[config.mk]
export PLATFORM = sky130hd
export DESIGN_NAME = isa_state_ctrl
export DESIGN_NICKNAME = d
export VERILOG_FILES = /design/src/rtl/isa_pkg.sv /design/src/rtl/isa_event_arb.sv /design/src/rtl/isa_pc_unit.sv /design/src/rtl/isa_status_unit.sv /design/src/rtl/isa_state_ctrl.sv
export SDC_FILE = /design/constraint.sdc
export NUM_CORES = 1
export LEC_CHECK = 0
export CAP_MARGIN = 10
export CORE_UTILIZATION = 30
export CTS_CLUSTER_DIAMETER = 200
export DETAILED_ROUTE_END_ITERATION = 16
export DONT_BUFFER_PORTS = 1
export HOLD_SLACK_MARGIN = 0.12
export PLACE_DENSITY = 0.49
export SLEW_MARGIN = 10
export SYNTH_ARGS = -nofsm -noshare
export SYNTH_HDL_FRONTEND = slang
export SYNTH_SLANG_ARGS = --single-unit
[constraint.sdc]
create_clock -name clk -period 2.8 [get_ports clk]
set_clock_uncertainty 0.05 [all_clocks]
set_input_delay 0.28 -clock clk [delete_from_list [all_inputs] [get_ports clk]]
set_output_delay 0.28 -clock clk [all_outputs]
set_load 0.05 [all_outputs]
[src/rtl/isa_pkg.sv]
package isa_pkg;

    localparam int ADDR_W    = 32;
    localparam int STAT_W    = 8;
    localparam int STATE_BIT = 0;

    localparam logic [ADDR_W-1:0] RESET_PC  = '0;
    localparam logic [ADDR_W-1:0] STEP_WIDE = ADDR_W'(4);
    localparam logic [ADDR_W-1:0] STEP_HALF = ADDR_W'(2);

    typedef enum logic {
        ISA_WIDE    = 1'b0,
        ISA_COMPACT = 1'b1
    } isa_e;

    typedef enum logic [1:0] {
        EV_NONE = 2'd0,
        EV_BX   = 2'd1,
        EV_ERET = 2'd2,
        EV_EXC  = 2'd3
    } event_e;

    typedef struct packed {
        event_e             ev;
        logic [ADDR_W-1:0]  addr;
        isa_e               next_isa;
        logic [STAT_W-1:0]  load_status;
    } redirect_t;

    function automatic logic [ADDR_W-1:0] align_pc(input logic [ADDR_W-1:0] a, input isa_e s);
        logic [ADDR_W-1:0] r;
        r = a;
        r[0] = 1'b0;
        if (s == ISA_WIDE) r[1] = 1'b0;
        return r;
    endfunction

    function automatic logic [ADDR_W-1:0] step_of(input isa_e s);
        return (s == ISA_COMPACT) ? STEP_HALF : STEP_WIDE;
    endfunction

endpackage

[src/rtl/isa_event_arb.sv]
module isa_event_arb
    import isa_pkg::*;
(
    input  logic              bx_valid,
    input  logic [ADDR_W-1:0] bx_target,
    input  logic              exc_valid,
    input  logic [ADDR_W-1:0] exc_vector,
    input  logic              eret_valid,
    input  logic [ADDR_W-1:0] eret_addr,
    input  logic [STAT_W-1:0] saved_status_in,
    input  isa_e              cur_isa,
    output redirect_t         redir
);
    always_comb begin
        redir.ev          = EV_NONE;
        redir.addr        = '0;
        redir.next_isa    = cur_isa;
        redir.load_status = saved_status_in;
        if (exc_valid) begin
            redir.ev       = EV_EXC;
            redir.addr     = exc_vector;
            redir.next_isa = ISA_WIDE;
        end else if (eret_valid) begin
            redir.ev       = EV_ERET;
            redir.addr     = eret_addr;
            redir.next_isa = isa_e'(saved_status_in[STATE_BIT]);
        end else if (bx_valid) begin
            redir.ev       = EV_BX;
            redir.addr     = bx_target;
            redir.next_isa = isa_e'(bx_target[0]);
        end
    end
endmodule

[src/rtl/isa_pc_unit.sv]
module isa_pc_unit
    import isa_pkg::*;
(
    input  logic              clk,
    input  logic              rst,
    input  redirect_t         redir,
    input  isa_e              cur_isa,
    output logic [ADDR_W-1:0] pc_q
);
    logic [ADDR_W-1:0] pc_d;

    always_comb begin
        if (redir.ev != EV_NONE)
            pc_d = align_pc(redir.addr, redir.next_isa);
        else
            pc_d = pc_q + step_of(cur_isa);
    end

    always_ff @(posedge clk) begin
        if (rst) pc_q <= RESET_PC;
        else     pc_q <= pc_d;
    end
endmodule

[src/rtl/isa_status_unit.sv]
module isa_status_unit
    import isa_pkg::*;
(
    input  logic              clk,
    input  logic              rst,
    input  redirect_t         redir,
    output logic [STAT_W-1:0] status_q,
    output logic [STAT_W-1:0] saved_q
);
    always_ff @(posedge clk) begin
        if (rst) begin
            status_q <= '0;
            saved_q  <= '0;
        end else begin
            unique case (redir.ev)
                EV_EXC: begin
                    saved_q             <= status_q;
                    status_q[STATE_BIT] <= 1'(ISA_WIDE);
                end
                EV_ERET: status_q <= redir.load_status;
                EV_BX:   status_q[STATE_BIT] <= 1'(redir.next_isa);
                default: ;
            endcase
        end
    end
endmodule

[src/rtl/isa_state_ctrl.sv]
module isa_state_ctrl
    import isa_pkg::*;
(
    input  logic              clk,
    input  logic              rst,
    input  logic              bx_valid,
    input  logic [ADDR_W-1:0] bx_target,
    input  logic              exc_valid,
    input  logic [ADDR_W-1:0] exc_vector,
    input  logic              eret_valid,
    input  logic [ADDR_W-1:0] eret_addr,
    input  logic [STAT_W-1:0] saved_status_in,
    output logic [ADDR_W-1:0] pc,
    output logic              isa_state,
    output logic              fetch_half,
    output logic [STAT_W-1:0] status,
    output logic [STAT_W-1:0] saved_status
);
    redirect_t redir;
    isa_e      cur_isa;

    assign cur_isa = isa_e'(status[STATE_BIT]);

    isa_event_arb u_arb (
        .bx_valid        (bx_valid),
        .bx_target       (bx_target),
        .exc_valid       (exc_valid),
        .exc_vector      (exc_vector),
        .eret_valid      (eret_valid),
        .eret_addr       (eret_addr),
        .saved_status_in (saved_status_in),
        .cur_isa         (cur_isa),
        .redir           (redir)
    );

    isa_pc_unit u_pc (
        .clk     (clk),
        .rst     (rst),
        .redir   (redir),
        .cur_isa (cur_isa),
        .pc_q    (pc)
    );

    isa_status_unit u_stat (
        .clk      (clk),
        .rst      (rst),
        .redir    (redir),
        .status_q (status),
        .saved_q  (saved_status)
    );

    assign isa_state  = 1'(cur_isa);
    assign fetch_half = (cur_isa == ISA_COMPACT);
endmodule

==> out/qor.yml <==
ys_ff_latch: 47
die_height_microns: 103
timing.final.hold_violations: 0
timing.final.crit_period_ps: 2580
yosysSeqAreaShare_pct: 31.0
finalPower_mw: 1.79
worst-setup-path-type: "reg2reg"
hold_path.startpoint: "exc_valid"
dieArea_sq_um: 10500
yosys-top-cells-area: "sky130_fd_sc_hd__dfxtp_1 (31%), sky130_fd_sc_hd__a221o_1 (8.9%), sky130_fd_sc_hd__nand2b_1 (5.6%)"
layout_commonest_cell: "sky130_fd_sc_hd__dfxtp_1"
grt_pass1_vias: 2717
preCtsSetupSlack_ps: 188
synthesis.instances: 361
post-route-drc-count: 0
placement_rows: 36
achievable-frequency_mhz: 387
rr_endpoint: "u_pc.pc_q[21]$_SDFF_PP0_"
setup_viol_count_final: 0
cellLeakagePower_nw: 1.21
x_dimension_of_the_die_microns: 103
series_of_cell_instances_along_the_critical_path: "ha_4 > inv_2 > fa_2 > and4b_1 > or4b_4 > or4_1 > a311oi_1"
seq_area_sq_um: 950
postLayoutCoreUtil_pct: 36.2
clock_latency_ps: 300
worst_ep_required_time_ps: 2970
clkSinkCount: 47
detailedPlacementHpwl_mm: 6.51
netlist_cell_types: 45
worstMarginPinSlew_ps: 636
whs_ps: 169
post_synth_edffs: 0
timing_max_transition_violations_final: 0
critical_path.max_fanout: 9
instances_no_fill: 506
critical_path.slowest_cell: "sky130_fd_sc_hd__or4b_4"
timing.critical_path.from_type: "register"
synth-warning-count: 0
setup_tns_ps: 0
worstHoldPathType: "in2reg"
largest_family_of_logic_cells_by_synthesized_area: "compound AO/OA/AOI/OAI gates"
critical_path.reg2reg.startpoint: "u_stat.status_q[0]$_SDFFE_PP0P_"
post-place-cells: 487
cts_tree: "built"
r2r_slack_ps: 220
rsz0062_at_grt: "false"
critPathMaxStageDelay_ps: 530
placement.io_buffers: 0
critPathCaptureType: "register"
hold_end: "u_stat.status_q[0]$_SDFFE_PP0P_"
finalInstanceArea_sq_um: 3540
global_route_wire_length_before_repair_mm: 13.9
clk_root_buffer_cell: "sky130_fd_sc_hd__clkbuf_8"
clockBufferDepth: 2
grt_overflow_total: 0
gp_congestion: 0.757
hold_depth: 2
post-route-worst-setup-slack_ps: 216
worst_ir_drop_vdd_uv: 251
status: "completed"
mappedNetlistNets: 478
drt_first_iter_violations: 117
synth.mux.area_fraction_pct: 5.32
synth.largest_area_cell: "sky130_fd_sc_hd__dfxtp_1"
drt_pass1_iterations: 4
wl_mm: 9.31
post_drt_wl_per_cell_microns: 18.4
htree_levels: 2
worst_ep_arrival_time_ps: 2750
number_of_vias_in_the_routed_layout: 2915
met3_wirelength_microns: 714
syn2layout_area_growth_pct: 16.7
synth_flop_cell: "sky130_fd_sc_hd__dfxtp_1"
gr-usage-all-layers_pct: 17.2
post_synth_xor_area_fraction_pct: 3.46
post_route_fraction_of_the_period_consumed_by_the_critical_path_pct: 92.3
cell_area_after_synthesis_sq_um: 3030
ratio_of_cells_with_drive_above_1_in_the_final_layout_pct: 13.2
multi_input_area_sq_um: 1910
m1WireLength_mm: 4.03
grt_max_degree: 62
core_area_sq_um: 9770
met2_length_mm: 4.45
post_synth_and_or_nand_nor_area_fraction_pct: 21.8
placement.cell_area_sq_um: 3300
final_antenna_net_count: 0
io_pins: 159
async_set_or_reset_register_ratio_after_synthesis_pct: 0
drt-vias-per-instance: 5.76
syn-mean-instance-area_sq_um: 8.40
drv_cap: 0
ff2ff_path_depth: 7
synth_compound_gate_area_share_pct: 28.1
grt_antenna_before_repair: 1
start_util_pct: 31.0
fillers: 1061
highest_layer: "met4"
area_share_of_the_largest_cell_type_after_synthesis_pct: 31.0
layout.nets: 488
worst_setup_hold_path_clk_slew_ps: 90
tritoncts.num_buffers: 5
maxSlewHeadroom_pct: 57.5
most-common-layout-cells: "sky130_fd_sc_hd__dfxtp_1 (44), sky130_fd_sc_hd__a21oi_1 (30), sky130_fd_sc_hd__buf_4 (30)"
power_per_cell_area_nw_per_um2: 506
post_synth_fa_ha_maj_area_fraction_pct: 3.55
sequential cells by signal, summed over array words and instances (netlist names):
name / flops
u_stat.status_q: 8
u_stat.saved_q: 8
u_pc.pc_q: 31
cell type report:
cell class              instances  share of cell area (%)
clock inverters                 1                   0.848
inverters                      12                    1.27
clock buffers                   7                    2.76
multi-input cells             265                    54.1
repair buffers                 40                    9.47
diodes                          1                  0.0707
well taps                     133                    4.70
flip-flops and latches         47                    26.8
per-layer routing:
layer	global-route usage, %	vias to the layer above
li1	-	1399
met1	21.4	1390
met2	29.7	116
met3	4.34	10
met4	4.18	0
met5	0	-
critical path: cells and delay by family (launching register included):
kind	cells	cell delay (ps)
and+or+nand+nor	3	1220
adders and majority gates	2	540
DFF	1	390
AOI/OAI and AO/OA	1	250
buffers and inverters	1	40
cells by family (layout without fill, tap and decap cells):
kind of cell,Yosys count,after routing
AND/OR/NAND/NOR,116,116
buffers and inverters,49,60
XOR/XNOR,12,12
other,1,2
flip-flops,47,47
multiplexers,16,16
adder cells (fa/ha/maj),8,8
AO/OA/AOI/OAI,112,112
Yosys cell counts, types with 2 or more instances:
cell type,count
sky130_fd_sc_hd__and4_1,4
sky130_fd_sc_hd__a31oi_1,2
sky130_fd_sc_hd__a211o_1,2
sky130_fd_sc_hd__nor3b_1,2
sky130_fd_sc_hd__nor3_1,3
sky130_fd_sc_hd__a221oi_1,2
sky130_fd_sc_hd__nand3_1,10
sky130_fd_sc_hd__or3_1,4
sky130_fd_sc_hd__clkbuf_1,29
sky130_fd_sc_hd__dfxtp_1,47
sky130_fd_sc_hd__buf_2,3
sky130_fd_sc_hd__o31ai_1,12
sky130_fd_sc_hd__nor2b_1,2
sky130_fd_sc_hd__nor2_1,21
sky130_fd_sc_hd__a22oi_1,2
sky130_fd_sc_hd__buf_4,4
sky130_fd_sc_hd__or4_1,15
sky130_fd_sc_hd__xor2_1,4
sky130_fd_sc_hd__a221o_1,27
sky130_fd_sc_hd__nor4_1,2
sky130_fd_sc_hd__o21ai_0,4
sky130_fd_sc_hd__nand4_1,7
sky130_fd_sc_hd__a21oi_1,30
sky130_fd_sc_hd__a211oi_1,11
sky130_fd_sc_hd__mux2i_1,15
sky130_fd_sc_hd__nand2_1,14
sky130_fd_sc_hd__a311oi_1,15
sky130_fd_sc_hd__nand2b_1,27
sky130_fd_sc_hd__inv_1,12
sky130_fd_sc_hd__ha_1,7
sky130_fd_sc_hd__xnor2_1,8
power by group:
part / internal [mW] / switching (mW) / total [mW]
Sequential: 0.713 / 0.0992 / 0.812
Clock: 0.321 / 0.246 / 0.568
Combinational: 0.156 / 0.256 / 0.411
Total: 1.19 / 0.601 / 1.79
how the worst max path moves through the flow:
stage	from	end	slack (ps)	cells after the start
3_5_place_dp	u_stat.status_q[0]$_SDFFE_PP0P_	u_pc.pc_q[21]$_SDFF_PP0_	190	7
3_3_place_gp	u_stat.status_q[0]$_SDFFE_PP0P_	u_pc.pc_q[21]$_SDFF_PP0_	250	7
2_1_floorplan	u_stat.status_q[0]$_SDFFE_PP0P_	u_pc.pc_q[21]$_SDFF_PP0_	10	9
5_1_grt	u_stat.status_q[0]$_SDFFE_PP0P_	u_pc.pc_q[21]$_SDFF_PP0_	60	7
6_report	u_stat.status_q[0]$_SDFFE_PP0P_	u_pc.pc_q[21]$_SDFF_PP0_	220	7
4_1_cts	u_stat.status_q[0]$_SDFFE_PP0P_	u_pc.pc_q[21]$_SDFF_PP0_	200	7
what timing repair did:
item                                   CTS  global route
gates resized for setup                  0             0
endpoints found under the hold margin   47             0
buffers inserted                         0             0
hold buffers                            10             0
No activity file was read; power rests on OpenSTA's default activity.
